==> config.mk <==
export PLATFORM = sky130hd
export DESIGN_NAME = ring_tag_mem
export DESIGN_NICKNAME = d
export VERILOG_FILES = /design/src/rtl/ring_tag_mem_pkg.sv /design/src/rtl/tam_ring_stage.sv /design/src/rtl/tam_cam.sv /design/src/rtl/ring_tag_mem.sv
export SDC_FILE = /design/constraint.sdc
export NUM_CORES = 2
export LEC_CHECK = 0
export CAP_MARGIN = 10
export CORE_ASPECT_RATIO = 0.75
export CORE_MARGIN = 4
export CORE_UTILIZATION = 25
export CTS_CLUSTER_SIZE = 40
export DETAILED_ROUTE_END_ITERATION = 8
export PLACE_DENSITY = 0.43
export SLEW_MARGIN = 10
export SYNTH_ARGS = -nofsm -noshare
export SYNTH_HDL_FRONTEND = slang
export SYNTH_HIERARCHICAL = 1
export SYNTH_SLANG_ARGS = --single-unit
==> constraint.sdc <==
create_clock -name clk -period 7.6 [get_ports clk]
set_input_delay 1.14 -clock clk [delete_from_list [all_inputs] [get_ports clk]]
set_output_delay 1.14 -clock clk [all_outputs]
set_load 0.02 [all_outputs]
==> src/rtl/ring_tag_mem_pkg.sv <==
package ring_tag_mem_pkg;
    parameter int ADDR_W = 8;
    parameter int DATA_W = 16;
    parameter int INFO_W = 2;

    localparam logic [INFO_W-1:0] INFO_NAME  = 2'b01;
    localparam logic [INFO_W-1:0] INFO_VALUE = 2'b10;

    typedef struct packed {
        logic              valid;
        logic [ADDR_W-1:0] addr;
        logic [DATA_W-1:0] data;
        logic [INFO_W-1:0] info;
    } token_t;

    typedef enum logic [2:0] {
        ST_IDLE, ST_WR_WAIT, ST_WR_COMMIT, ST_RD_WAIT,
        ST_SEARCH, ST_REPLY, ST_MISS_CMD, ST_MISS_NAME
    } mem_state_e;
endpackage

==> src/rtl/tam_ring_stage.sv <==
module tam_ring_stage
    import ring_tag_mem_pkg::*;
(
    input  logic   clk,
    input  logic   rst_n,
    input  token_t tok_in,
    input  logic   capture,
    input  logic   inj_valid,
    input  token_t inj_tok,
    output token_t tok_out
);
    token_t out_d, out_q;

    always_comb begin
        out_d = '0;
        if (capture)
            out_d = '0;
        else if (tok_in.valid)
            out_d = tok_in;
        else if (inj_valid) begin
            out_d = inj_tok;
            out_d.valid = 1'b1;
        end
    end

    always_ff @(posedge clk) begin
        if (!rst_n) out_q <= '0;
        else        out_q <= out_d;
    end

    assign tok_out = out_q;


    pass_thru_chk: assert property (@(posedge clk) disable iff (!rst_n)
        (tok_in.valid && !capture) |=> (out_q == $past(tok_in)));


    lift_empties_chk: assert property (@(posedge clk) disable iff (!rst_n)
        capture |=> !out_q.valid);
endmodule

==> src/rtl/tam_cam.sv <==
module tam_cam #(
    parameter int DEPTH = 16,
    parameter int KEY_W = 16,
    parameter int VAL_W = 16
) (
    input  logic             clk,
    input  logic             rst_n,
    input  logic [KEY_W-1:0] key_i,
    input  logic             wr_en_i,
    input  logic [VAL_W-1:0] wr_val_i,
    output logic             hit_o,
    output logic [VAL_W-1:0] rd_val_o,
    output logic             full_o
);
    localparam int IDX_W = (DEPTH > 1) ? $clog2(DEPTH) : 1;

    typedef struct packed {
        logic [DEPTH-1:0]            used;
        logic [DEPTH-1:0][KEY_W-1:0] keys;
        logic [DEPTH-1:0][VAL_W-1:0] vals;
    } cam_t;

    cam_t             s_d, s_q;
    logic [DEPTH-1:0] hit_vec;
    logic [IDX_W-1:0] hit_idx, free_idx;
    logic             free_ok;

    for (genvar g = 0; g < DEPTH; g++) begin : g_cmp
        assign hit_vec[g] = s_q.used[g] && (s_q.keys[g] == key_i);
    end

    always_comb begin
        hit_idx  = '0;
        free_idx = '0;
        free_ok  = 1'b0;
        for (int i = 0; i < DEPTH; i++)
            if (hit_vec[i]) hit_idx = IDX_W'(i);
        for (int i = DEPTH - 1; i >= 0; i--)
            if (!s_q.used[i]) begin
                free_ok  = 1'b1;
                free_idx = IDX_W'(i);
            end
        s_d = s_q;
        if (wr_en_i) begin
            if (|hit_vec)
                s_d.vals[hit_idx] = wr_val_i;
            else if (free_ok) begin
                s_d.used[free_idx] = 1'b1;
                s_d.keys[free_idx] = key_i;
                s_d.vals[free_idx] = wr_val_i;
            end
        end
    end

    always_ff @(posedge clk) begin
        if (!rst_n) s_q <= '0;
        else        s_q <= s_d;
    end

    assign hit_o    = |hit_vec;
    assign rd_val_o = s_q.vals[hit_idx];
    assign full_o   = &s_q.used;


    uniq_name_chk: assert property (@(posedge clk) disable iff (!rst_n)
        $onehot0(hit_vec));


    alloc_one_chk: assert property (@(posedge clk) disable iff (!rst_n)
        (wr_en_i && !(|hit_vec) && free_ok) |=>
        ($countones(s_q.used) == $past($countones(s_q.used)) + 1));
endmodule

==> src/rtl/ring_tag_mem.sv <==
module ring_tag_mem
    import ring_tag_mem_pkg::*;
#(
    parameter int                DEPTH  = 16,
    parameter logic [ADDR_W-1:0] WR_OPC = 8'hA0,
    parameter logic [ADDR_W-1:0] RD_OPC = 8'hA1
) (
    input  logic              clk,
    input  logic              rst_n,
    input  logic              ring_in_valid,
    input  logic [ADDR_W-1:0] ring_in_addr,
    input  logic [DATA_W-1:0] ring_in_data,
    input  logic [INFO_W-1:0] ring_in_info,
    output logic              ring_out_valid,
    output logic [ADDR_W-1:0] ring_out_addr,
    output logic [DATA_W-1:0] ring_out_data,
    output logic [INFO_W-1:0] ring_out_info,
    output logic              full_o
);
    typedef struct packed {
        mem_state_e        st;
        logic [ADDR_W-1:0] tag;
        logic [ADDR_W-1:0] reply;
        logic [DATA_W-1:0] cmd_data;
        logic [INFO_W-1:0] cmd_info;
        logic [DATA_W-1:0] name;
        logic [DATA_W-1:0] value;
        logic              got_name;
        logic              got_val;
        logic              full;
    } ctl_t;

    ctl_t   c_d, c_q;
    token_t tok_in, tok_out, inj_tok;
    logic   capture, inj_valid, cam_wr, cam_hit, cam_full, sending;
    logic [DATA_W-1:0] cam_val;

    assign tok_in = '{valid: ring_in_valid, addr: ring_in_addr,
                      data: ring_in_data, info: ring_in_info};

    always_comb begin
        c_d       = c_q;
        capture   = 1'b0;
        inj_valid = 1'b0;
        inj_tok   = '0;
        cam_wr    = 1'b0;
        unique case (c_q.st)
            ST_IDLE: begin
                if (tok_in.valid && tok_in.addr == WR_OPC) begin
                    capture    = 1'b1;
                    c_d.tag    = tok_in.data[ADDR_W-1:0];
                    c_d.got_name = 1'b0;
                    c_d.got_val  = 1'b0;
                    c_d.st     = ST_WR_WAIT;
                end else if (tok_in.valid && tok_in.addr == RD_OPC) begin
                    capture      = 1'b1;
                    c_d.tag      = tok_in.data[ADDR_W-1:0];
                    c_d.reply    = tok_in.data[2*ADDR_W-1:ADDR_W];
                    c_d.cmd_data = tok_in.data;
                    c_d.cmd_info = tok_in.info;
                    c_d.st       = ST_RD_WAIT;
                end
            end
            ST_WR_WAIT: begin
                if (tok_in.valid && tok_in.addr == c_q.tag) begin
                    if (tok_in.info == INFO_NAME) begin
                        capture      = 1'b1;
                        c_d.name     = tok_in.data;
                        c_d.got_name = 1'b1;
                    end else if (tok_in.info == INFO_VALUE) begin
                        capture     = 1'b1;
                        c_d.value   = tok_in.data;
                        c_d.got_val = 1'b1;
                    end
                end
                if (c_d.got_name && c_d.got_val) c_d.st = ST_WR_COMMIT;
            end
            ST_WR_COMMIT: begin
                cam_wr = 1'b1;
                if (!cam_hit && cam_full) c_d.full = 1'b1;
                c_d.st = ST_IDLE;
            end
            ST_RD_WAIT: begin
                if (tok_in.valid && tok_in.addr == c_q.tag &&
                    tok_in.info == INFO_NAME) begin
                    capture  = 1'b1;
                    c_d.name = tok_in.data;
                    c_d.st   = ST_SEARCH;
                end
            end
            ST_SEARCH: begin
                if (cam_hit) begin
                    c_d.value = cam_val;
                    c_d.st    = ST_REPLY;
                end else begin
                    c_d.st = ST_MISS_CMD;
                end
            end
            ST_REPLY: begin
                inj_valid = 1'b1;
                inj_tok   = '{valid: 1'b1, addr: c_q.reply,
                              data: c_q.value, info: INFO_VALUE};
                if (!tok_in.valid) c_d.st = ST_IDLE;
            end
            ST_MISS_CMD: begin
                inj_valid = 1'b1;
                inj_tok   = '{valid: 1'b1, addr: RD_OPC,
                              data: c_q.cmd_data, info: c_q.cmd_info};
                if (!tok_in.valid) c_d.st = ST_MISS_NAME;
            end
            ST_MISS_NAME: begin
                inj_valid = 1'b1;
                inj_tok   = '{valid: 1'b1, addr: c_q.tag,
                              data: c_q.name, info: INFO_NAME};
                if (!tok_in.valid) c_d.st = ST_IDLE;
            end
            default: c_d.st = ST_IDLE;
        endcase
    end

    always_ff @(posedge clk) begin
        if (!rst_n) begin
            c_q    <= '0;
            c_q.st <= ST_IDLE;
        end else begin
            c_q <= c_d;
        end
    end

    tam_ring_stage u_stage (
        .clk      (clk),
        .rst_n    (rst_n),
        .tok_in   (tok_in),
        .capture  (capture),
        .inj_valid(inj_valid),
        .inj_tok  (inj_tok),
        .tok_out  (tok_out)
    );

    tam_cam #(.DEPTH(DEPTH), .KEY_W(DATA_W), .VAL_W(DATA_W)) u_cam (
        .clk     (clk),
        .rst_n   (rst_n),
        .key_i   (c_q.name),
        .wr_en_i (cam_wr),
        .wr_val_i(c_q.value),
        .hit_o   (cam_hit),
        .rd_val_o(cam_val),
        .full_o  (cam_full)
    );

    assign ring_out_valid = tok_out.valid;
    assign ring_out_addr  = tok_out.addr;
    assign ring_out_data  = tok_out.data;
    assign ring_out_info  = tok_out.info;
    assign full_o         = c_q.full;

    assign sending = (c_q.st == ST_REPLY) || (c_q.st == ST_MISS_CMD) ||
                     (c_q.st == ST_MISS_NAME);


    full_sticky_chk: assert property (@(posedge clk) disable iff (!rst_n)
        c_q.full |=> c_q.full);


    wait_busy_slot_chk: assert property (@(posedge clk) disable iff (!rst_n)
        (sending && ring_in_valid) |=> (c_q.st == $past(c_q.st)));


    one_cycle_search_chk: assert property (@(posedge clk) disable iff (!rst_n)
        (c_q.st == ST_SEARCH) |=>
        (c_q.st == ST_REPLY || c_q.st == ST_MISS_CMD));


    miss_order_chk: assert property (@(posedge clk) disable iff (!rst_n)
        (c_q.st == ST_MISS_CMD && !ring_in_valid) |=> (c_q.st == ST_MISS_NAME));
endmodule

==> metrics.log <==
INFO  metric stdcell_area = 35900 sq um
INFO  metric layout-drive-gt1-share = 8.81%
INFO  metric critical_path_class = reg2reg
INFO  metric routedWlPerCell = 20.9 um
INFO  metric post_drt_via_cell_ratio = 4.75
INFO  metric met3_wirelength = 5.33 mm
INFO  metric ys_top_cells_by_area = sky130_fd_sc_hd__dfxtp_1, sky130_fd_sc_hd__mux2i_1, sky130_fd_sc_hd__nand2_1, sky130_fd_sc_hd__nor2b_1, sky130_fd_sc_hd__xnor2_1
INFO  metric post_synth.cell_area_avg = a little over 9 sq um
INFO  metric grt-ovfl-total = 0
INFO  metric yosys.area.top_type = sky130_fd_sc_hd__dfxtp_1
INFO  metric cts_max_level = 3
INFO  metric hold_depth = 2
INFO  metric vias_in_the_first_global_route = 23365
INFO  metric worst-r2r-cell-count = 16
INFO  metric regToRegSetupSlack = 1840 ps
INFO  metric cp-start-kind = flop
INFO  metric place.detailed.hpwl = 71.8 mm
INFO  metric grt_pass1_wl = 158 mm
INFO  metric synth.net_count = 3443
INFO  metric grt_start_max_net_pins = 126
INFO  metric area_taken_by_flip_flops_and_latches = 12400 sq um
INFO  metric tritoncts_clock_tree = done
INFO  metric r2r-start = c_q[21]
INFO  metric synth.most_common_cell = sky130_fd_sc_hd__dfxtp_1
INFO  metric ioPinCount = 57
INFO  metric die_h = between 300 and 400 um
INFO  metric grt_setup_unrepaired = no
INFO  metric buffer_type_at_the_clock_tree_root = sky130_fd_sc_hd__clkbuf_16
INFO  metric syn_inst = about 3400
INFO  metric placed_cells_incl_taps = 4937
INFO  metric row_count = approximately 110
INFO  metric post_cts_sizing_count = 0
INFO  metric cts_buffer_depth = 3
INFO  metric maxUsedRoutingLayer = met4
INFO  metric drt_first_iter_violations = 1690
INFO  metric route.layer.met1.wl = 57.2 mm
INFO  metric timing.hold.worst.class = reg2reg
INFO  metric cts.sinks = between 600 and 700
INFO  metric fin_crit = around 5800 ps
INFO  metric core = approximately 120000 sq um
INFO  metric path_common_cell = sky130_fd_sc_hd__buf_4
INFO  metric start_util = 25.2%
INFO  metric gp_congestion = just over 0.8
INFO  metric vias_post_dr = 24065
INFO  metric timing.critical_path.required = just over 8000 ps
INFO  metric maxCapViolations = 0
INFO  metric synth_enable_flop_cells = 0
INFO  metric finalSetupTns = 0 ps
INFO  metric met2_wirelength = 41.5 mm
INFO  metric slowest_delay = between 800 and 900 ps
INFO  metric final_net_count = around 3400
INFO  metric tcrit_tclk_final = 75.8%
INFO  metric critical_path.endpoint_type = flop
INFO  metric worst_path_max_delay_cell = sky130_fd_sc_hd__nor4_1
INFO  metric port_buffers = 56
INFO  metric slew_headroom = between 20% and 30%
INFO  metric nFillCells = 13255
INFO  metric path_clk_slew = about 60 ps
INFO  metric clock_insertion_delay_worst_skew = 640 ps
INFO  metric achievable-frequency = 174 MHz
INFO  metric timing_max_transition_violations_final = 0
INFO  metric worst_clock_skew = 34.1 ps
INFO  metric cp_cell_sequence = xor2_1 -> or4_1 -> or3_1 -> or4_4 -> o311a_2 -> o221ai_4 -> buf_4 -> buf_4 -> mux2i_1 -> nor2_1 -> nor4_1 -> buf_4 -> nand2_1 -> nand2_1 -> o221ai_1 -> o211a_1
INFO  metric worst-slew-pin-transition = around 1100 ps
INFO  metric run_status = completed
INFO  metric numCtsBuffers = 73
INFO  metric worst_hold_path.endpoint = u_cam/s_q[129]
INFO  metric p_per_area = 207 nW/um^2
INFO  metric min-delay-start = u_cam/s_q[129]
INFO  metric ys_ff_latch = between 600 and 700
INFO  metric timing.critical_path.max_delay_family = simple AND/OR/NAND/NOR gates
INFO  metric layout_overhead_on_the_synthesized_area = 14.1%
INFO  metric timing_hold_violations_final = 0
INFO  metric p_total = 7.43 mW
INFO  metric groute.usage.overall = 15.7%
INFO  metric critPathBufInv = 3
INFO  metric multi_input_gate_area_in_the_final_layout = 17500 sq um
INFO  metric synth-warning-count = 6
INFO  metric synth.yosys.seq_area_share = 39.4%
INFO  metric instances_no_fill = 5069
INFO  metric ir_drop_worst_vdd = 0.000143 V
INFO  metric drcViolationCount = 0
INFO  metric worstPathMaxFanout = 33
INFO  metric postCtsSetupBuffers = 0
INFO  metric post_synth_num_cell_types = 94
INFO  metric dominantRegCellSynth = sky130_fd_sc_hd__dfxtp_1
INFO  metric finalSetupViolations = 0
INFO  metric synth_largest_type_area_fraction = 39.4%
INFO  metric first_pass_iters = 5
INFO  metric number_of_nets_still_failing_antenna_checks_after_routing = 0
INFO  metric crit-reg2reg-capture = c_q[5]
INFO  metric dieWidth = around 420 um
INFO  metric route.final.wire_length = 106 mm
INFO  metric synth.top_cells.by_count = sky130_fd_sc_hd__dfxtp_1, sky130_fd_sc_hd__mux2i_1, sky130_fd_sc_hd__nand2_1, sky130_fd_sc_hd__nor2b_1, sky130_fd_sc_hd__xnor2_1
INFO  metric worst_ep_arrival_time = 6290 ps
INFO  metric synth_async_sr_flop_share = 0%
INFO  metric cts_hold_fix_bufs = 0
INFO  metric die_area = 132000 sq um
INFO  metric grt_antenna_before_repair = 0
INFO  metric placement.cell_area = 33500 sq um
INFO  metric syn_area = 31500 sq um
INFO  metric power.static_leakage = 15.1 nW
[how the worst max path moves through the flow]
stage | start | endpoint | slack (ps) | depth (start not counted)
detailed placement | c_q[34] | c_q[5] | 1910 | 17
CTS | c_q[29] | c_q[5] | 1900 | 16
global placement | c_q[29] | c_q[5] | 2020 | 16
finish | c_q[21] | c_q[5] | 1840 | 16
floorplan | c_q[23] | c_q[11] | 3770 | 14
global route | c_q[34] | c_q[5] | 1600 | 17
[sequential cells by signal (all words and copies together), names as in the netlist]
name,count
c_q,63
u_cam/s_q,528
u_stage/tok_out,27
full_o,1
[layout by cell type (no fill, tap or decap), types with 17 or more instances in the layout]
master                            Yosys  routed
sky130_fd_sc_hd__nor3_1              24      24
sky130_fd_sc_hd__nand3_1             72      72
sky130_fd_sc_hd__a22oi_1             17      17
sky130_fd_sc_hd__or4_1               22      22
sky130_fd_sc_hd__a21boi_0            35      35
sky130_fd_sc_hd__nor2b_1            278     278
sky130_fd_sc_hd__inv_1               35      35
sky130_fd_sc_hd__xnor2_1            163     163
sky130_fd_sc_hd__and4_1              19      19
sky130_fd_sc_hd__nor2_1             147     145
sky130_fd_sc_hd__dfxtp_1            619     603
sky130_fd_sc_hd__and2_1              21      21
sky130_fd_sc_hd__xor2_1             102     102
sky130_fd_sc_hd__clkdlybuf4s50_1      0      54
sky130_fd_sc_hd__nand3b_1            32      32
sky130_fd_sc_hd__a21oi_1             80      80
sky130_fd_sc_hd__o211ai_1            18      18
sky130_fd_sc_hd__nand2_1            464     464
sky130_fd_sc_hd__buf_4               58      90
sky130_fd_sc_hd__nand4_1             88      88
sky130_fd_sc_hd__nor4_1              45      42
sky130_fd_sc_hd__mux2i_1            581     581
sky130_fd_sc_hd__o211a_1             17      17
sky130_fd_sc_hd__clkbuf_16            0      74
[per-layer routing]
| layer | global-route usage, % | up-vias |
|---|---|---|
| li1 | - | 11711 |
| met1 | 24.8 | 11769 |
| met2 | 21.8 | 474 |
| met3 | 2.91 | 111 |
| met4 | 3.45 | 0 |
| met5 | 0 | - |
[cells by family after synthesis]
kind of cell | count (synthesis) | synth area share [%]
multiplexers | 587 | 18.7
flip-flops | 619 | 39.4
AO/OA/AOI/OAI | 306 | 7.22
XOR/XNOR | 265 | 7.37
buffers and inverters | 316 | 5.19
AND/OR/NAND/NOR | 1317 | 22.1
adder cells (fa/ha/maj) | 2 | 0.0795
[layout make-up]
| type | count | share of cell area (%) |
|---|---|---|
| clock buffers | 100 | 5.73 |
| diodes | 1 | 0.00697 |
| well taps | 1653 | 5.76 |
| clock inverters | 31 | 1.03 |
| repair buffers | 151 | 3.72 |
| inverters | 37 | 0.387 |
| multi-input cells | 2477 | 48.8 |
| flip-flops and latches | 619 | 34.6 |
[metrics by stage]
stage          util (%)  setup slack, ps  hold slack, ps
6_report           28.8             1840             453
5_1_grt            28.8             1600             469
4_1_cts            28.8             1900             456
3_5_place_dp       26.8             1910             445
3_3_place_gp       26.8             2020             439
2_1_floorplan         -             3770             430
[worst min-delay path: cells and delay by family, from the launching register on]
kind	cells	cell delay, ps
flip-flops	1	300
AND/OR/NAND/NOR	1	50
multiplexers	1	50
[power breakdown]
part | internal, mW | switching [mW]
combinational | 0.177 | 0.366
clock | 2.12 | 1.50
sequential | 3.26 | 0.00874
Note: power is estimated with default switching activity, not from simulation.
